`config.mk`:
```
export PLATFORM = sky130hd
export DESIGN_NAME = atf_taskfile
export DESIGN_NICKNAME = d
export VERILOG_FILES = /design/src/rtl/atf_pkg.sv /design/src/rtl/atf_regfile.sv /design/src/rtl/atf_cmd_decode.sv /design/src/rtl/atf_irq_timer.sv /design/src/rtl/atf_taskfile.sv
export SDC_FILE = /design/constraint.sdc
export NUM_CORES = 1
export LEC_CHECK = 0
export BUFFER_PORTS_ARGS = -buffer_cell sky130_fd_sc_hd__buf_4
export CORE_UTILIZATION = 56
export DETAILED_ROUTE_END_ITERATION = 8
export PLACE_DENSITY = 0.77
export SYNTH_ARGS = -nofsm -noshare
export SYNTH_HDL_FRONTEND = slang
export SYNTH_HIERARCHICAL = 1
export SYNTH_SLANG_ARGS = --single-unit
```
`constraint.sdc`:
```
create_clock -name clk -period 2 [get_ports clk]
set_input_delay 0.3 -clock clk [delete_from_list [all_inputs] [get_ports clk]]
set_output_delay 0.3 -clock clk [all_outputs]
set_load 0.01 [all_outputs]
```
`src/rtl/atf_pkg.sv`:
```
package atf_pkg;
   localparam logic [2:0] OFS_DATA = 3'd0;
   localparam logic [2:0] OFS_ERR  = 3'd1;
   localparam logic [2:0] OFS_SDH  = 3'd6;
   localparam logic [2:0] OFS_CMD  = 3'd7;

   localparam int ST_DRDY = 6;
   localparam int ST_DSC  = 4;
   localparam int ST_DRQ  = 3;
   localparam int ST_ERR  = 0;
   localparam int ER_ABRT = 2;

   localparam logic [7:0] CMD_RECAL     = 8'h10;
   localparam logic [7:0] CMD_RD_SECT   = 8'h20;
   localparam logic [7:0] CMD_WR_SECT   = 8'h30;
   localparam logic [7:0] CMD_INIT_PARM = 8'h91;
   localparam logic [7:0] CMD_PKT_ID    = 8'hA1;
   localparam logic [7:0] CMD_IDLE_NOW  = 8'hE1;
   localparam logic [7:0] CMD_IDENT     = 8'hEC;
   localparam logic [7:0] CMD_SET_FEAT  = 8'hEF;
   localparam logic [7:0] FEAT_XFER     = 8'h03;

   typedef enum logic [2:0] {
      CK_IMMED,
      CK_FEATURE,
      CK_XFER_IRQ,
      CK_XFER_QUIET,
      CK_REJECT,
      CK_UNKNOWN
   } cmd_kind_e;

   typedef struct packed {
      logic [1:0] ssz;
      logic       lba;
      logic       drv;
      logic [3:0] head;
   } sdh_t;
endpackage

```
`src/rtl/atf_regfile.sv`:
```
module atf_regfile
   import atf_pkg::*;
#(
   parameter int N_PLAIN = 4,
   parameter int PLAIN_BASE = 2
) (
   input  logic                    clk,
   input  logic                    rst_n,
   input  logic                    wr_en,
   input  logic [2:0]              addr,
   input  logic [7:0]              wdata,
   output logic [N_PLAIN-1:0][7:0] plain_o,
   output sdh_t                    sdh_o,
   output logic [7:0]              feature_o
);
   initial begin
      assert_param_layout_R2: assert (PLAIN_BASE + N_PLAIN <= 6 && PLAIN_BASE >= 2)
         else $error("plain registers overlap fixed offsets");
   end

   for (genvar g = 0; g < N_PLAIN; g++) begin : g_plain
      localparam logic [2:0] MY_OFS = 3'(g + PLAIN_BASE);
      always_ff @(posedge clk) begin
         if (!rst_n)
            plain_o[g] <= 8'h00;
         else if (wr_en && addr == MY_OFS)
            plain_o[g] <= wdata;
      end
   end

   always_ff @(posedge clk) begin
      if (!rst_n) begin
         sdh_o     <= '0;
         feature_o <= 8'h00;
      end else if (wr_en) begin
         if (addr == OFS_SDH) sdh_o     <= sdh_t'(wdata);
         if (addr == OFS_ERR) feature_o <= wdata;
      end
   end

   assert_sdh_store_R3: assert property (@(posedge clk) disable iff (!rst_n)
      (wr_en && addr == OFS_SDH) |=> (sdh_o == sdh_t'($past(wdata))));
endmodule

```
`src/rtl/atf_cmd_decode.sv`:
```
module atf_cmd_decode
   import atf_pkg::*;
(
   input  logic [7:0] cmd,
   input  logic [7:0] feature,
   input  logic       drive_ok,
   output logic       set_abort,
   output logic       sched_irq,
   output logic       fwd
);
   cmd_kind_e kind;

   always_comb begin
      case (cmd) inside
         CMD_RECAL, CMD_INIT_PARM, CMD_IDLE_NOW: kind = CK_IMMED;
         CMD_SET_FEAT:                           kind = CK_FEATURE;
         CMD_RD_SECT, CMD_IDENT:                 kind = CK_XFER_IRQ;
         CMD_WR_SECT:                            kind = CK_XFER_QUIET;
         [8'hF1:8'hF6], CMD_PKT_ID:              kind = CK_REJECT;
         default:                                kind = CK_UNKNOWN;
      endcase
   end

   always_comb begin
      set_abort = 1'b0;
      sched_irq = 1'b0;
      fwd       = 1'b0;
      if (!drive_ok) begin
         set_abort = 1'b1;
         sched_irq = 1'b1;
      end else begin
         case (kind)
            CK_IMMED:      sched_irq = 1'b1;
            CK_FEATURE: begin
               sched_irq = 1'b1;
               set_abort = (feature != FEAT_XFER);
            end
            CK_XFER_IRQ: begin
               fwd       = 1'b1;
               sched_irq = 1'b1;
            end
            CK_XFER_QUIET: fwd = 1'b1;
            default:       set_abort = 1'b1;
         endcase
      end
   end

   always_comb begin
      assert_fwd_excl_abort_R11: assert (!(fwd && set_abort));
   end
endmodule

```
`src/rtl/atf_irq_timer.sv`:
```
module atf_irq_timer #(
   parameter int IRQ_DELAY = 1
) (
   input  logic clk,
   input  logic rst_n,
   input  logic sched,
   input  logic cancel,
   input  logic tick,
   output logic irq
);
   localparam int CNT_W = (IRQ_DELAY > 1) ? $clog2(IRQ_DELAY + 1) : 1;

   initial begin
      assert_param_delay_R12: assert (IRQ_DELAY >= 0 && IRQ_DELAY < 65536)
         else $error("IRQ_DELAY out of range");
   end

   if (IRQ_DELAY == 0) begin : g_direct
      always_ff @(posedge clk) begin
         if (!rst_n)      irq <= 1'b0;
         else if (cancel) irq <= 1'b0;
         else if (sched)  irq <= 1'b1;
      end
   end else begin : g_count
      logic [CNT_W-1:0] cnt;
      always_ff @(posedge clk) begin
         if (!rst_n) begin
            cnt <= '0;
            irq <= 1'b0;
         end else if (cancel) begin
            cnt <= '0;
            irq <= 1'b0;
         end else if (sched) begin
            cnt <= CNT_W'(IRQ_DELAY);
         end else if (tick && cnt != '0) begin
            cnt <= cnt - 1'b1;
            if (cnt == CNT_W'(1)) irq <= 1'b1;
         end
      end

      assert_rise_on_tick_R12: assert property (@(posedge clk) disable iff (!rst_n)
         $rose(irq) |-> $past(tick));
      assert_irq_sticky_R12: assert property (@(posedge clk) disable iff (!rst_n)
         (irq && !cancel) |=> irq);
   end

   assert_cancel_clears_R13: assert property (@(posedge clk) disable iff (!rst_n)
      cancel |=> !irq);
endmodule

```
`src/rtl/atf_taskfile.sv`:
```
module atf_taskfile
   import atf_pkg::*;
#(
   parameter int IRQ_DELAY = 1
) (
   input  logic       clk,
   input  logic       rst_n,
   input  logic       bus_sel,
   input  logic       bus_wr,
   input  logic [2:0] bus_addr,
   input  logic [7:0] bus_wdata,
   output logic [7:0] bus_rdata,
   output logic [7:0] alt_status,
   input  logic       tick,
   input  logic [1:0] drive_present,
   input  logic       buf_nonempty,
   input  logic       wr_pending,
   output logic       xfer_go,
   output logic [7:0] xfer_cmd,
   output logic       irq
);
   localparam int N_PLAIN = 4;
   localparam int PLAIN_BASE = 2;

   logic                    wr_acc, rd_acc, cmd_wr, err_rd, stat_rd;
   logic [N_PLAIN-1:0][7:0] plain;
   sdh_t                    sdh;
   logic [7:0]              feature, err_q, status;
   logic                    drive_ok, set_abort, sched_irq, fwd;

   assign wr_acc  = bus_sel && bus_wr;
   assign rd_acc  = bus_sel && !bus_wr;
   assign cmd_wr  = wr_acc && bus_addr == OFS_CMD;
   assign err_rd  = rd_acc && bus_addr == OFS_ERR;
   assign stat_rd = rd_acc && bus_addr == OFS_CMD;

   atf_regfile #(.N_PLAIN(N_PLAIN), .PLAIN_BASE(PLAIN_BASE)) u_regs (
      .clk(clk), .rst_n(rst_n), .wr_en(wr_acc), .addr(bus_addr),
      .wdata(bus_wdata), .plain_o(plain), .sdh_o(sdh), .feature_o(feature)
   );

   assign drive_ok = drive_present[sdh.drv];

   atf_cmd_decode u_dec (
      .cmd(bus_wdata), .feature(feature), .drive_ok(drive_ok),
      .set_abort(set_abort), .sched_irq(sched_irq), .fwd(fwd)
   );

   atf_irq_timer #(.IRQ_DELAY(IRQ_DELAY)) u_tmr (
      .clk(clk), .rst_n(rst_n), .sched(cmd_wr && sched_irq),
      .cancel(stat_rd), .tick(tick), .irq(irq)
   );

   always_ff @(posedge clk) begin
      if (!rst_n) begin
         err_q <= 8'h00;
      end else if (cmd_wr && set_abort) begin
         err_q[ER_ABRT] <= 1'b1;
      end else if (err_rd) begin
         err_q <= 8'h00;
      end
   end

   always_ff @(posedge clk) begin
      if (!rst_n) begin
         xfer_go  <= 1'b0;
         xfer_cmd <= 8'h00;
      end else begin
         xfer_go <= cmd_wr && fwd;
         if (cmd_wr && fwd) xfer_cmd <= bus_wdata;
      end
   end

   always_comb begin
      status          = 8'h00;
      status[ST_DRDY] = drive_ok;
      status[ST_DSC]  = drive_ok;
      status[ST_DRQ]  = buf_nonempty || wr_pending;
      status[ST_ERR]  = (err_q != 8'h00);
   end

   assign alt_status = status;

   always_comb begin
      case (bus_addr)
         OFS_DATA: bus_rdata = 8'h00;
         OFS_ERR:  bus_rdata = err_q;
         OFS_SDH:  bus_rdata = sdh;
         OFS_CMD:  bus_rdata = status;
         default:  bus_rdata = plain[bus_addr - 3'(PLAIN_BASE)];
      endcase
   end

   assert_err_read_clears_R5: assert property (@(posedge clk) disable iff (!rst_n)
      (err_rd && !cmd_wr) |=> (err_q == 8'h00));
   assert_abort_latched_R6: assert property (@(posedge clk) disable iff (!rst_n)
      (cmd_wr && set_abort) |=> err_q[ER_ABRT]);
   assert_go_from_cmd_R11: assert property (@(posedge clk) disable iff (!rst_n)
      xfer_go |-> $past(cmd_wr));
   assert_err_only_abort_R8: assert property (@(posedge clk) disable iff (!rst_n)
      $countones(err_q) <= 1);
endmodule

```
Yosys cells after proc, flatten, opt, wreduce, memory -nomap -nowiden
Index checks and enable logic that the tools add are counted.
{"block": "totals", "register_bits": 60, "inputBits": 20, "out_inout_bits": 26, "elab_cells": 91}
{"block": "classes", "addsub": 2, "n_lt_le_gt_ge": 4, "n_eq_ne": 19, "mux": 20, "n_bitwise": 2, "reduce_logical": 30}
{"cell": "8-bit == test, second input constant", "n": 5}
{"cell": "8-bit one-hot mux with 4 select lines", "n": 1}
{"cell": "8-bit binary-select mux with 2-bit select", "n": 1}
{"cell": "8-bit by 6-bit == test with 1-bit output, second input constant", "n": 2}
{"cell": "3-bit 2-to-1 mux", "n": 5}
{"cell": "1-bit logical AND", "n": 14}
{"cell": "3-bit by 2-bit == test with 1-bit output, second input constant", "n": 4}
{"cell": "3-bit == test, second input constant", "n": 4}
{"cell": "1-bit 2-to-1 mux", "n": 11}
{"cell": "3-bit OR reduction", "n": 3}
{"cell": "8-bit by 5-bit == test with 1-bit output, second input constant", "n": 1}
{"cell": "8-bit greater-or-equal comparator, second input constant", "n": 1}
{"cell": "8-bit <= comparator, second input constant", "n": 1}
{"cell": "8-bit 2-to-1 mux", "n": 1}
{"cell": "8-bit by 2-bit inequality test with 1-bit output, second input constant", "n": 1}
{"cell": "2-bit OR reduction", "n": 4}
{"cell": "3-bit by 1-bit == test with 1-bit output, second input constant", "n": 2}
{"cell": "3-bit logical NOT", "n": 2}
{"cell": "2-bit AND reduction", "n": 2}
{"cell": "2-bit nonzero test", "n": 2}
{"cell": "3-bit < comparator, second input constant", "n": 1}
{"cell": "3-bit AND reduction", "n": 1}
{"cell": "3-bit by 2-bit subtractor with 3-bit output, second input constant", "n": 1}
{"cell": "1-bit by 2-bit < comparator with 1-bit output, second input constant", "n": 1}
{"cell": "other kinds (5)", "n": 6}

Logic depth before layout (Yosys ltp)
Gate-level depths: netlist of the first run.
{"block": "depth", "word_depth": 15, "mapped_depth": 8}

Cells and area by module
The synthesis of the first run kept the hierarchy.
{"module": "atf_regfile", "n_inst": 1, "cells_each": 170, "area_each_um2": 1791.7, "seq_area_each_um2": 960.9}
{"module": "atf_taskfile", "n_inst": 1, "cells_each": 110, "area_each_um2": 925.9, "seq_area_each_um2": 200.2}
{"module": "atf_cmd_decode", "n_inst": 1, "cells_each": 24, "area_each_um2": 157.7, "seq_area_each_um2": 0.0}
{"module": "atf_irq_timer", "n_inst": 1, "cells_each": 9, "area_each_um2": 77.6, "seq_area_each_um2": 40.0}

Worst setup path after synthesis of the first run
Ideal clock, no wire load.
{"block": "synth_path", "kind": "input port to flip-flop", "start": "in bus_wdata[7]", "end": "reg xfer_cmd[0]", "setup_ps": 72, "t_arrival_ps": 1694, "required_ps": 1928, "setup_slack_ps": 234, "cell_stages": 6, "cell_sequence": "or4_1 o21ai_1 and4_4 nand3_1 nor2_4 mux2i_1"}
{"block": "synth_between", "elab_chain_len": 13, "elab_cells_between_ends": 25}
{"item": "start, declared", "line_no": "atf_taskfile.sv:11", "source": "input logic [7:0] bus_wdata,"}
{"item": "8-bit greater-or-equal comparator (no line) / 8-bit <= comparator (equally long branches)"}
{"item": "1-bit logical AND (no line)"}
{"item": "2-bit OR reduction", "line_no": "atf_cmd_decode.sv:14", "source": "case (cmd) inside"}
{"item": "1-bit 2-to-1 mux", "line_no": "atf_cmd_decode.sv:14"}
{"item": "3-bit 2-to-1 mux (3 in series)", "line_no": "atf_cmd_decode.sv:14"}
{"item": "3-bit 2-to-1 mux *", "line_no": "atf_cmd_decode.sv:14"}
{"item": "3-bit by 2-bit == test with 1-bit output", "line_no": "atf_cmd_decode.sv:32", "source": "case (kind)"}
{"item": "2-bit OR reduction (no line) *"}
{"item": "1-bit 2-to-1 mux *", "line_no": "atf_cmd_decode.sv:32"}
{"item": "1-bit 2-to-1 mux *", "line_no": "atf_cmd_decode.sv:28", "source": "if (!drive_ok) begin"}
{"item": "named net fwd", "line_no": "atf_taskfile.sv:29", "source": "logic drive_ok, set_abort, sched_irq, fwd;"}
{"item": "1-bit logical AND *", "line_no": "atf_taskfile.sv:70", "source": "if (cmd_wr && fwd) xfer_cmd <= bus_wdata;"}
{"item": "end signal, assigned", "line_no": "atf_taskfile.sv:70"}
{"item": "end, declared", "line_no": "atf_taskfile.sv:19", "source": "output logic [7:0] xfer_cmd,"}
Mark *: on every way through the listed nets, which the timed path passes. The rest lies on a longest branch.
A chain may end at the register's enable or synchronous reset.

Worst setup path in the final report of the first run
{"block": "layout_path", "start": "reg u_regs/sdh_o[4] in the netlist's numbering", "end": "reg err_q[2]"}
{"block": "layout_between", "elab_chain_len": 5, "elab_cells_between_ends": 6}
{"item": "start, declared", "line_no": "atf_regfile.sv:13", "source": "output sdh_t sdh_o,"}
{"item": "start signal, assigned", "line_no": "atf_regfile.sv:36", "source": "if (addr == OFS_SDH) sdh_o <= sdh_t'(wdata);"}
{"item": "1-bit 2-to-1 mux (not written as such) * (2 in series)", "line_no": "atf_taskfile.sv:42", "source": "assign drive_ok = drive_present[sdh.drv];"}
{"item": "1-bit 2-to-1 mux *", "line_no": "atf_cmd_decode.sv:28"}
{"item": "named net set_abort", "line_no": "atf_taskfile.sv:29"}
{"item": "1-bit logical AND *", "line_no": "atf_taskfile.sv:57", "source": "end else if (cmd_wr && set_abort) begin"}
{"item": "1-bit 2-to-1 mux / 2-bit nonzero test (equally long branches)"}
{"item": "end signal, assigned", "line_no": "atf_taskfile.sv:56", "source": "err_q <= 8'h00;"}
{"item": "end signal, assigned by index", "line_no": "atf_taskfile.sv:58", "source": "err_q[ER_ABRT] <= 1'b1;"}
{"item": "end signal, assigned", "line_no": "atf_taskfile.sv:60", "source": "err_q <= 8'h00;"}
{"item": "end, declared", "line_no": "atf_taskfile.sv:28", "source": "logic [7:0] feature, err_q, status;"}
Mark *: on every way through the listed nets, which the timed path passes. The rest lies on a longest branch. The select of a mux whose other input is x is not followed.

==> results.yml, run 1 <==
global_routing:
  grt_pass1_vias: 2143
  grt_use_total_pct: 24.7
  grt.overflow.total: 0
  grt_max_degree: 41
  antenna_found_initial: 0
  grt_pass1_wl_mm: 10.1
synth:
  seq_area_frac_synth_pct: 40.7
  syn_inst: 313
  synth_top_area_share_pct: 40.7
  async_flop_share_pct: 0
  synth_ff_type: "dfxtp_1"
  yosysWarnings: 6
  synth-edff-count: 0
  synth.area.top_cells: "dfxtp_1 (41%), mux2i_1 (22%), nand2_1 (9.7%)"
  ys_ff_latch: 60
  synth_top_area_cell: "dfxtp_1"
  synth_area_um2: 2950
  syn_avg_cell_area_um2: 9.43
  synth_cell_types: 48
timing:
  max_freq_ghz: 0.559
  period_needed_ns: 1.79
  setup_violations: 0
  drv_slew: 0
  finalHoldViolations: 0
  final.setup.worst_slack_ns: 0.211
  rsz0062_at_grt: "false"
  finClkSkew_ns: 0.00394
  finalCritPeriodShare_pct: 89.5
min_path:
  whs_path_depth: 3
  min-delay-start: "tick"
  min_path_type: "input port to register"
  hold-path-endpoint: "u_tmr/g_count.cnt$_SDFFE_PP0P_"
critical_path:
  path_class: "register to register"
  reg2reg_from: "u_regs/sdh_o[4]$_SDFFE_PN0P_"
  regToRegSetupSlack_ns: 0.21
  crit_arrival_ns: 2.07
  rr_worst_depth: 7
  startpoint_type: "register"
  worstPathRequired_ns: 2.28
  rr_endpoint: "err_q[2]$_SDFFE_PN0P_"
  cp_max_fo: 7
  cp-end-kind: "register"
placed_design:
  pre_cts_ws_ns: -0.0363
  routabilityCongestion: 0.765
  dpl_cell_area_um2: 3280
  io_buffers: 41
  hpwl_mm: 4.29
floorplanning:
  core-area_um2: 5110
  io_pins: 46
  rows: 26
  die_y_um: 74.6
  die_w_um: 74.6
  die_area_um2: 5570
  start_util_pct: 57.8
layout:
  finish.utilization_pct: 68.4
  drive_gt1_share_pct: 22.3
  num_antenna_cells: 0
  design_area_um2: 3500
  synthToLayoutAreaGrowth_pct: 18.4
  nets: 374
clock_network:
  cts_tree: "yes"
  clkTransAtPathRegs_ns: 0.07
  post_cts_resized: 0
  numCtsBuffers: 9
  cts.sinks: 60
  postCtsHoldBufs: 0
  htree_levels: 3
  clock_latency_ns: 0.34
  cts_setup_buffers: 0
  clockRootBuffer: "clkbuf_8"
  clk_path_buf_depth: 2
drt:
  avgViaCountPerCell: 5.56
  routed_wl_mm: 6.41
  wl_per_cell_um: 14.9
  postRouteAntennaNets: 0
  drtIter0Drc: 130
  drtPass1Iterations: 4
  drc: 0
  vias: 2385
power:
  powerDensity_nw_per_um2: 756
  ir_worst_vdd_uv: 591
  p_leak_nw: 1.64
status:
  status: "completed"
job:
  drv_cap: 0
[cells in the final DEF, fill, tap and decap left out, drive strengths merged, types with 2 or more instances in the layout]
| cell type | instances |
|---|---|
| dfxtp | 60 |
| nor3 | 2 |
| mux2 | 7 |
| nor2b | 2 |
| nand2 | 76 |
| a221oi | 2 |
| nand4bb | 2 |
| nand2b | 5 |
| or2 | 2 |
| a21oi | 7 |
| bufinv | 2 |
| clkinv | 3 |
| o21ai | 3 |
| nand4b | 4 |
| nand3b | 3 |
| mux2i | 65 |
| conb | 4 |
| o2bb2ai | 6 |
| clkbuf | 11 |
| nand3 | 3 |
| inv | 9 |
| buf | 52 |
| nor4 | 2 |
| nor2 | 6 |
| o22ai | 3 |
[synthesized netlist by cell type (2+ instances only)]
cell,n
buf_4,14
nand4b_1,4
buf_6,3
buf_2,8
nand3b_1,3
nor2_1,5
nor2b_1,2
a21oi_1,7
nand2b_1,5
mux2_2,7
o2bb2ai_1,6
nor3_1,2
o22ai_1,3
nand2_1,76
dfxtp_1,60
o21ai_1,2
nor4_1,2
nand4bb_1,2
inv_1,8
nand3_1,2
mux2i_1,65
[worst max-delay path, stage by stage, from the launching register on]
cell      delay (ns)
dfxtp_1         0.39
mux2_4          0.37
nand3b_1        0.11
nor4_1          0.07
a221oi_2        0.25
inv_1           0.06
or3_1           0.37
a21boi_1        0.11
[worst max path at each step]
| stage | start | to | slack (ns) |
|---|---|---|---|
| 2_1_floorplan | bus_wdata[7] | xfer_cmd[0]$_SDFFE_PN0P_ | 0.23 |
| 3_3_place_gp | bus_wdata[7] | xfer_cmd[6]$_SDFFE_PN0P_ | 0.03 |
| 3_5_place_dp | bus_wdata[7] | xfer_cmd[7]$_SDFFE_PN0P_ | -0.04 |
| 4_1_cts | u_regs/sdh_o[4]$_SDFFE_PN0P_ | err_q[2]$_SDFFE_PN0P_ | 0.15 |
| 5_1_grt | u_regs/sdh_o[4]$_SDFFE_PN0P_ | err_q[2]$_SDFFE_PN0P_ | 0.04 |
| 6_report | u_regs/sdh_o[4]$_SDFFE_PN0P_ | err_q[2]$_SDFFE_PN0P_ | 0.21 |
[final cells by class]
class / instances / area, um2
Multi-Input combinational cell: 222 / 1550
Clock inverter: 5 / 75.1
Timing Repair Buffer: 52 / 403
Fill cell: 401 / 1610
Clock buffer: 11 / 141
Sequential cell: 60 / 1200
Inverter: 9 / 33.8
Tap cell: 70 / 87.6
[report_power, final]
group	total [W]	switching [W]	internal, W
logic	0.000235	0.000138	0.0000967
registers	0.00121	0.00000679	0.00121
clock network	0.00119	0.000465	0.000729
[stage by stage]
step	instances	setup TNS, ns	total power (W)	hold slack, ns
after floorplan	316	0	0.00139	0.430
after global placement	413	0	0.00147	0.441
after detailed placement	413	-0.0837	0.00147	0.445
after CTS	429	0	0.00266	0.215
after global routing	429	0	0.00273	0.241
final	429	0	0.00264	0.228
[registers in the layout (all words and copies together) (netlist names)]
name and flops:
err_q 1, u_regs/feature_o 8, u_regs/plain_o 32, u_regs/sdh_o 8
u_tmr/g_count.cnt 1, u_tmr/irq 1, xfer_cmd 8, xfer_go 1
[metal layers]
metal / vias up / global-route usage (%) / part of all wire (%)
li1: 1165 / - / -
met1: 1137 / 32.6 / 45
met2: 69 / 38.7 / 48
met3: 14 / 4.15 / 4.7
met4: 0 / 13.6 / 2.2
met5: - / 0 / 0
[logic make-up (layout without fill, tap and decap cells)]
kind of cell	after synthesis	count (layout)	share of synthesized area, %
AOI/OAI and AO/OA	29	29	7.16
DFF	60	60	40.7
other	1	4	0.127
and+or+nand+nor	116	116	19.2
muxes	73	73	25.6
buffers and inverters	34	77	7.20
Note: power is estimated with default switching activity, not from simulation.
==> run 2, diff against run 1 <==
CORE_ASPECT_RATIO = 1.4   (was unset)
==> results.yml, run 2 (synthesis results as in run 1) <==
floorplanning:
  io_pins: 46
  die_w_um: 63.4
  rows: 30
  core-area_um2: 4950
  die_y_um: 87.9
  start_util_pct: 59.6
  die_area_um2: 5570
drt:
  drtPass1Iterations: 4
  drc: 0
  routed_wl_mm: 6.50
  drtIter0Drc: 89
  wl_per_cell_um: 15.2
  postRouteAntennaNets: 0
  avgViaCountPerCell: 5.56
  vias: 2379
clock_network:
  htree_levels: 3
  cts_setup_buffers: 0
  clkTransAtPathRegs_ns: 0.07
  clk_path_buf_depth: 2
  clock_latency_ns: 0.34
  clockRootBuffer: "clkbuf_8"
  numCtsBuffers: 9
  cts_tree: "yes"
  cts.sinks: 60
  post_cts_resized: 0
  postCtsHoldBufs: 0
power:
  powerDensity_nw_per_um2: 749
  ir_worst_vdd_uv: 517
  p_leak_nw: 1.66
placed_design:
  dpl_cell_area_um2: 3320
  hpwl_mm: 4.53
  io_buffers: 41
  routabilityCongestion: 0.839
critical_path:
  cp-end-kind: "register"
  path_class: "register to register"
  crit_arrival_ns: 2.11
  startpoint_type: "register"
  worstPathRequired_ns: 2.27
  cp_max_fo: 7
layout:
  multi_input_area_um2: 1550
  largest_reg_flops: 32
  layout_common_cells: "nand2_1 (76), mux2i_1 (65), dfxtp_1 (60)"
  final_common_cell: "nand2_1"
  design_area_um2: 3540
  top_register: "u_regs/plain_o"
  ff_latch_area_um2: 1200
  synthToLayoutAreaGrowth_pct: 19.7
  nFillCells: 408
  num_antenna_cells: 0
  nets: 379
  drive_gt1_share_pct: 23.1
timing:
  finalHoldViolations: 0
  period_needed_ns: 1.84
  finalSetupTns_ns: 0
  setup_violations: 0
  finClkSkew_ns: 0.00920
  finalCritPeriodShare_pct: 92.2
  drv_slew: 0
  max_freq_ghz: 0.543
  rsz0062_at_grt: "false"
global_routing:
  grt.overflow.total: 0
  grt_pass1_vias: 2270
  antenna_found_initial: 0
  grt_pass1_wl_mm: 10.4
  grt_use_total_pct: 24.7
  grt_max_degree: 40
job:
  drv_cap: 0
min_path:
  min_path_type: "input port to register"
status:
  status: "completed"
[run 2: per-stage QoR]
step	hold WS [ns]	total power, W	utilization, %	cells	setup slack [ns]
floorplan	0.430	0.00139	-	316	0.234
global placement	0.438	0.00147	67.0	412	0.105
detailed placement	0.449	0.00147	67.0	412	0.0525
CTS	0.227	0.00267	71.4	428	0.177
global route	0.247	0.00274	71.4	428	0.0875
finish	0.243	0.00265	71.4	428	0.157
[run 2: cell type report]
class / count / share of cell area [%]
inverters: 9 / 0.955
flip-flops and latches: 60 / 34.0
repair buffers: 57 / 12.8
clock buffers: 12 / 4.10
well taps: 64 / 2.26
clock inverters: 4 / 2.05
multi-input cells: 222 / 43.8
[run 2: metal layers]
layer / global-route usage (%) / part of all wire [%] / vias up
met1: 27.8 / 43 / 1144
met4: 10.3 / 1.8 / 0
met2: 44.7 / 52 / 48
li1: - / - / 1174
met5: 0 / 0 / -
met3: 5.34 / 3.2 / 13
[run 2: path summary, 6_finish.rpt]
| check | start | to | slack [ns] | cells past startpoint |
|---|---|---|---|---|
| max reg2reg | u_regs/sdh_o[4]$_SDFFE_PN0P_ | err_q[2]$_SDFFE_PN0P_ | 0.16 | 7 |
| min | tick | u_tmr/g_count.cnt$_SDFFE_PP0P_ | 0.24 | 3 |
| max | u_regs/sdh_o[4]$_SDFFE_PN0P_ | err_q[2]$_SDFFE_PN0P_ | 0.16 | 7 |
| min reg2reg | u_tmr/irq$_SDFFE_PP0P_ | u_tmr/irq$_SDFFE_PP0P_ | 0.45 | 2 |
[run 2: critical path, stage by stage, from the launching register on]
cell and delay, ns:
dfxtp_1 0.39, mux2_2 0.43, nand3b_1 0.12, nor4_1 0.07, a221oi_2 0.23, inv_1 0.05
or3_1 0.36, a21boi_1 0.11
[run 2: power breakdown]
part / internal, W / total [W] / switching, W / leakage, nW
Combinational: 0.0000965 / 0.000234 / 0.000138 / 1.06
Sequential: 0.00121 / 0.00121 / 0.00000694 / 0.484
Clock: 0.000734 / 0.00120 / 0.000464 / 0.107
Total: 0.00204 / 0.00265 / 0.000609 / 1.66
==> run 3, diff against run 2 <==
CORE_ASPECT_RATIO = 1.25   (was 1.4)
CTS_BUF_LIST = sky130_fd_sc_hd__clkbuf_16   (was unset)
==> results.yml, run 3 (synthesis results as in run 1) <==
timing:
  max_freq_ghz: 0.547
  final.setup.worst_slack_ns: 0.171
  finalHoldViolations: 0
  period_needed_ns: 1.83
  finalCritPeriodShare_pct: 91.4
  setup_violations: 0
  finClkSkew_ns: 0.000918
  max_slew_margin_pct: 60.4
  rsz0062_at_grt: "false"
  finalSetupTns_ns: 0
  drv_slew: 0
  worst_slew_pin_slew_ns: 0.595
  fin_hold_ws_ns: 0.253
clock_network:
  clkTransAtPathRegs_ns: 0.05
  htree_levels: 3
  clock_latency_ns: 0.32
  cts_setup_buffers: 0
  clk_path_buf_depth: 2
  post_cts_resized: 0
  cts.sinks: 60
  cts_tree: "yes"
  postCtsHoldBufs: 0
  numCtsBuffers: 9
  clockRootBuffer: "clkbuf_16"
critical_path:
  startpoint_type: "register"
  cp_max_fo: 7
  crit_end: "err_q[2]$_SDFFE_PN0P_"
  rr_worst_depth: 7
  path_class: "register to register"
  worstPathRequired_ns: 2.26
  cp-end-kind: "register"
  crit_arrival_ns: 2.09
  reg2reg_from: "u_regs/sdh_o[4]$_SDFFE_PN0P_"
  regToRegSetupSlack_ns: 0.17
  rr_endpoint: "err_q[2]$_SDFFE_PN0P_"
  cp-startpoint: "u_regs/sdh_o[4]$_SDFFE_PN0P_"
global_routing:
  grt.overflow.total: 0
  grt_max_degree: 42
  grt_pass1_vias: 2329
  grt_pass1_wl_mm: 11.0
  antenna_found_initial: 0
  grt_use_total_pct: 26.5
drt:
  postRouteAntennaNets: 0
  drc: 0
  dr_wl_met2_mm: 3.42
  highest_layer: "met4"
  drtPass1Iterations: 4
  wl_per_cell_um: 15.8
  wl_met3_um: 236
  drt-met1-wl_mm: 2.85
  avgViaCountPerCell: 5.70
  vias: 2412
  drtIter0Drc: 115
  routed_wl_mm: 6.70
layout:
  drive_gt1_share_pct: 22.2
  fin_cells: 423
  final_common_cell: "nand2_1"
  num_antenna_cells: 0
  layout_common_cells: "nand2_1 (76), mux2i_1 (65), dfxtp_1 (60)"
  nets: 376
  largest_reg_flops: 32
  top_register: "u_regs/plain_o"
  synthToLayoutAreaGrowth_pct: 21.5
floorplanning:
  start_util_pct: 58.1
  rows: 29
  die_w_um: 67.0
  die_area_um2: 5570
  core-area_um2: 5080
  io_pins: 46
  die_y_um: 83.2
power:
  powerDensity_nw_per_um2: 845
  netSwitchingFraction_pct: 21.5
  clkPwrFrac_pct: 52.1
  p_leak_nw: 1.69
  power_w: 0.00303
  comb_power_share_pct: 7.8
  power_frac_seq_pct: 40.2
  p_int_w: 0.00238
  ir_worst_vdd_uv: 481
  p_switching_w: 0.000652
placed_design:
  hpwl_mm: 4.57
  routabilityCongestion: 0.781
  placed_cells: 407
  io_buffers: 41
  pre_cts_ws_ns: 0.0550
status:
  status: "completed"
job:
  drv_cap: 0
min_path:
  min_path_type: "input port to register"
## run 3: how the worst min path moves through the flow
stage | startpoint | endpoint | slack (ns) | cells after the start
floorplan | u_regs/plain_o[19]$_SDFFE_PN0P_ | u_regs/plain_o[19]$_SDFFE_PN0P_ | 0.43 | 2
global placement | u_tmr/irq$_SDFFE_PP0P_ | u_tmr/irq$_SDFFE_PP0P_ | 0.44 | 2
detailed placement | u_tmr/irq$_SDFFE_PP0P_ | u_tmr/irq$_SDFFE_PP0P_ | 0.44 | 2
CTS | tick | u_tmr/g_count.cnt$_SDFFE_PP0P_ | 0.26 | 3
global route | tick | u_tmr/g_count.cnt$_SDFFE_PP0P_ | 0.28 | 3
finish | tick | u_tmr/g_count.cnt$_SDFFE_PP0P_ | 0.25 | 3
## run 3: final cells by class
class	instances	area (um2)
Clock buffer	9	225
Inverter	9	33.8
Tap cell	62	77.6
Sequential cell	60	1200
Multi-Input combinational cell	222	1550
Fill cell	421	1490
Clock inverter	7	81.3
Timing Repair Buffer	54	418
## run 3: worst max-delay path: stages, from the launching register on
cell,delay (ns)
dfxtp_1,0.37
mux2_2,0.44
nand3b_1,0.12
nor4_1,0.06
a221oi_2,0.24
inv_1,0.05
or3_1,0.36
a21boi_1,0.12
## run 3: per-stage QoR
| step | area, um2 | utilization [%] |
|---|---|---|
| 2_1_floorplan | 2960 | - |
| 3_3_place_gp | 3280 | 64.6 |
| 3_5_place_dp | 3280 | 64.6 |
| 4_1_cts | 3590 | 70.6 |
| 5_1_grt | 3590 | 70.6 |
| 6_report | 3590 | 70.6 |
## run 3: per-layer routing
metal	track usage, %	up-vias
li1	-	1171
met1	32.5	1162
met2	42.8	62
met3	3.85	17
met4	15.7	0
met5	0	-
## run 3: power by group through the flow
stage / Sequential (W) / Clock [W] / Combinational, W
2_1_floorplan: 0.00124 / 0 / 0.000149
3_3_place_gp: 0.00124 / 0 / 0.000230
3_5_place_dp: 0.00124 / 0 / 0.000232
4_1_cts: 0.00122 / 0.00159 / 0.000235
5_1_grt: 0.00122 / 0.00164 / 0.000254
6_report: 0.00122 / 0.00158 / 0.000235
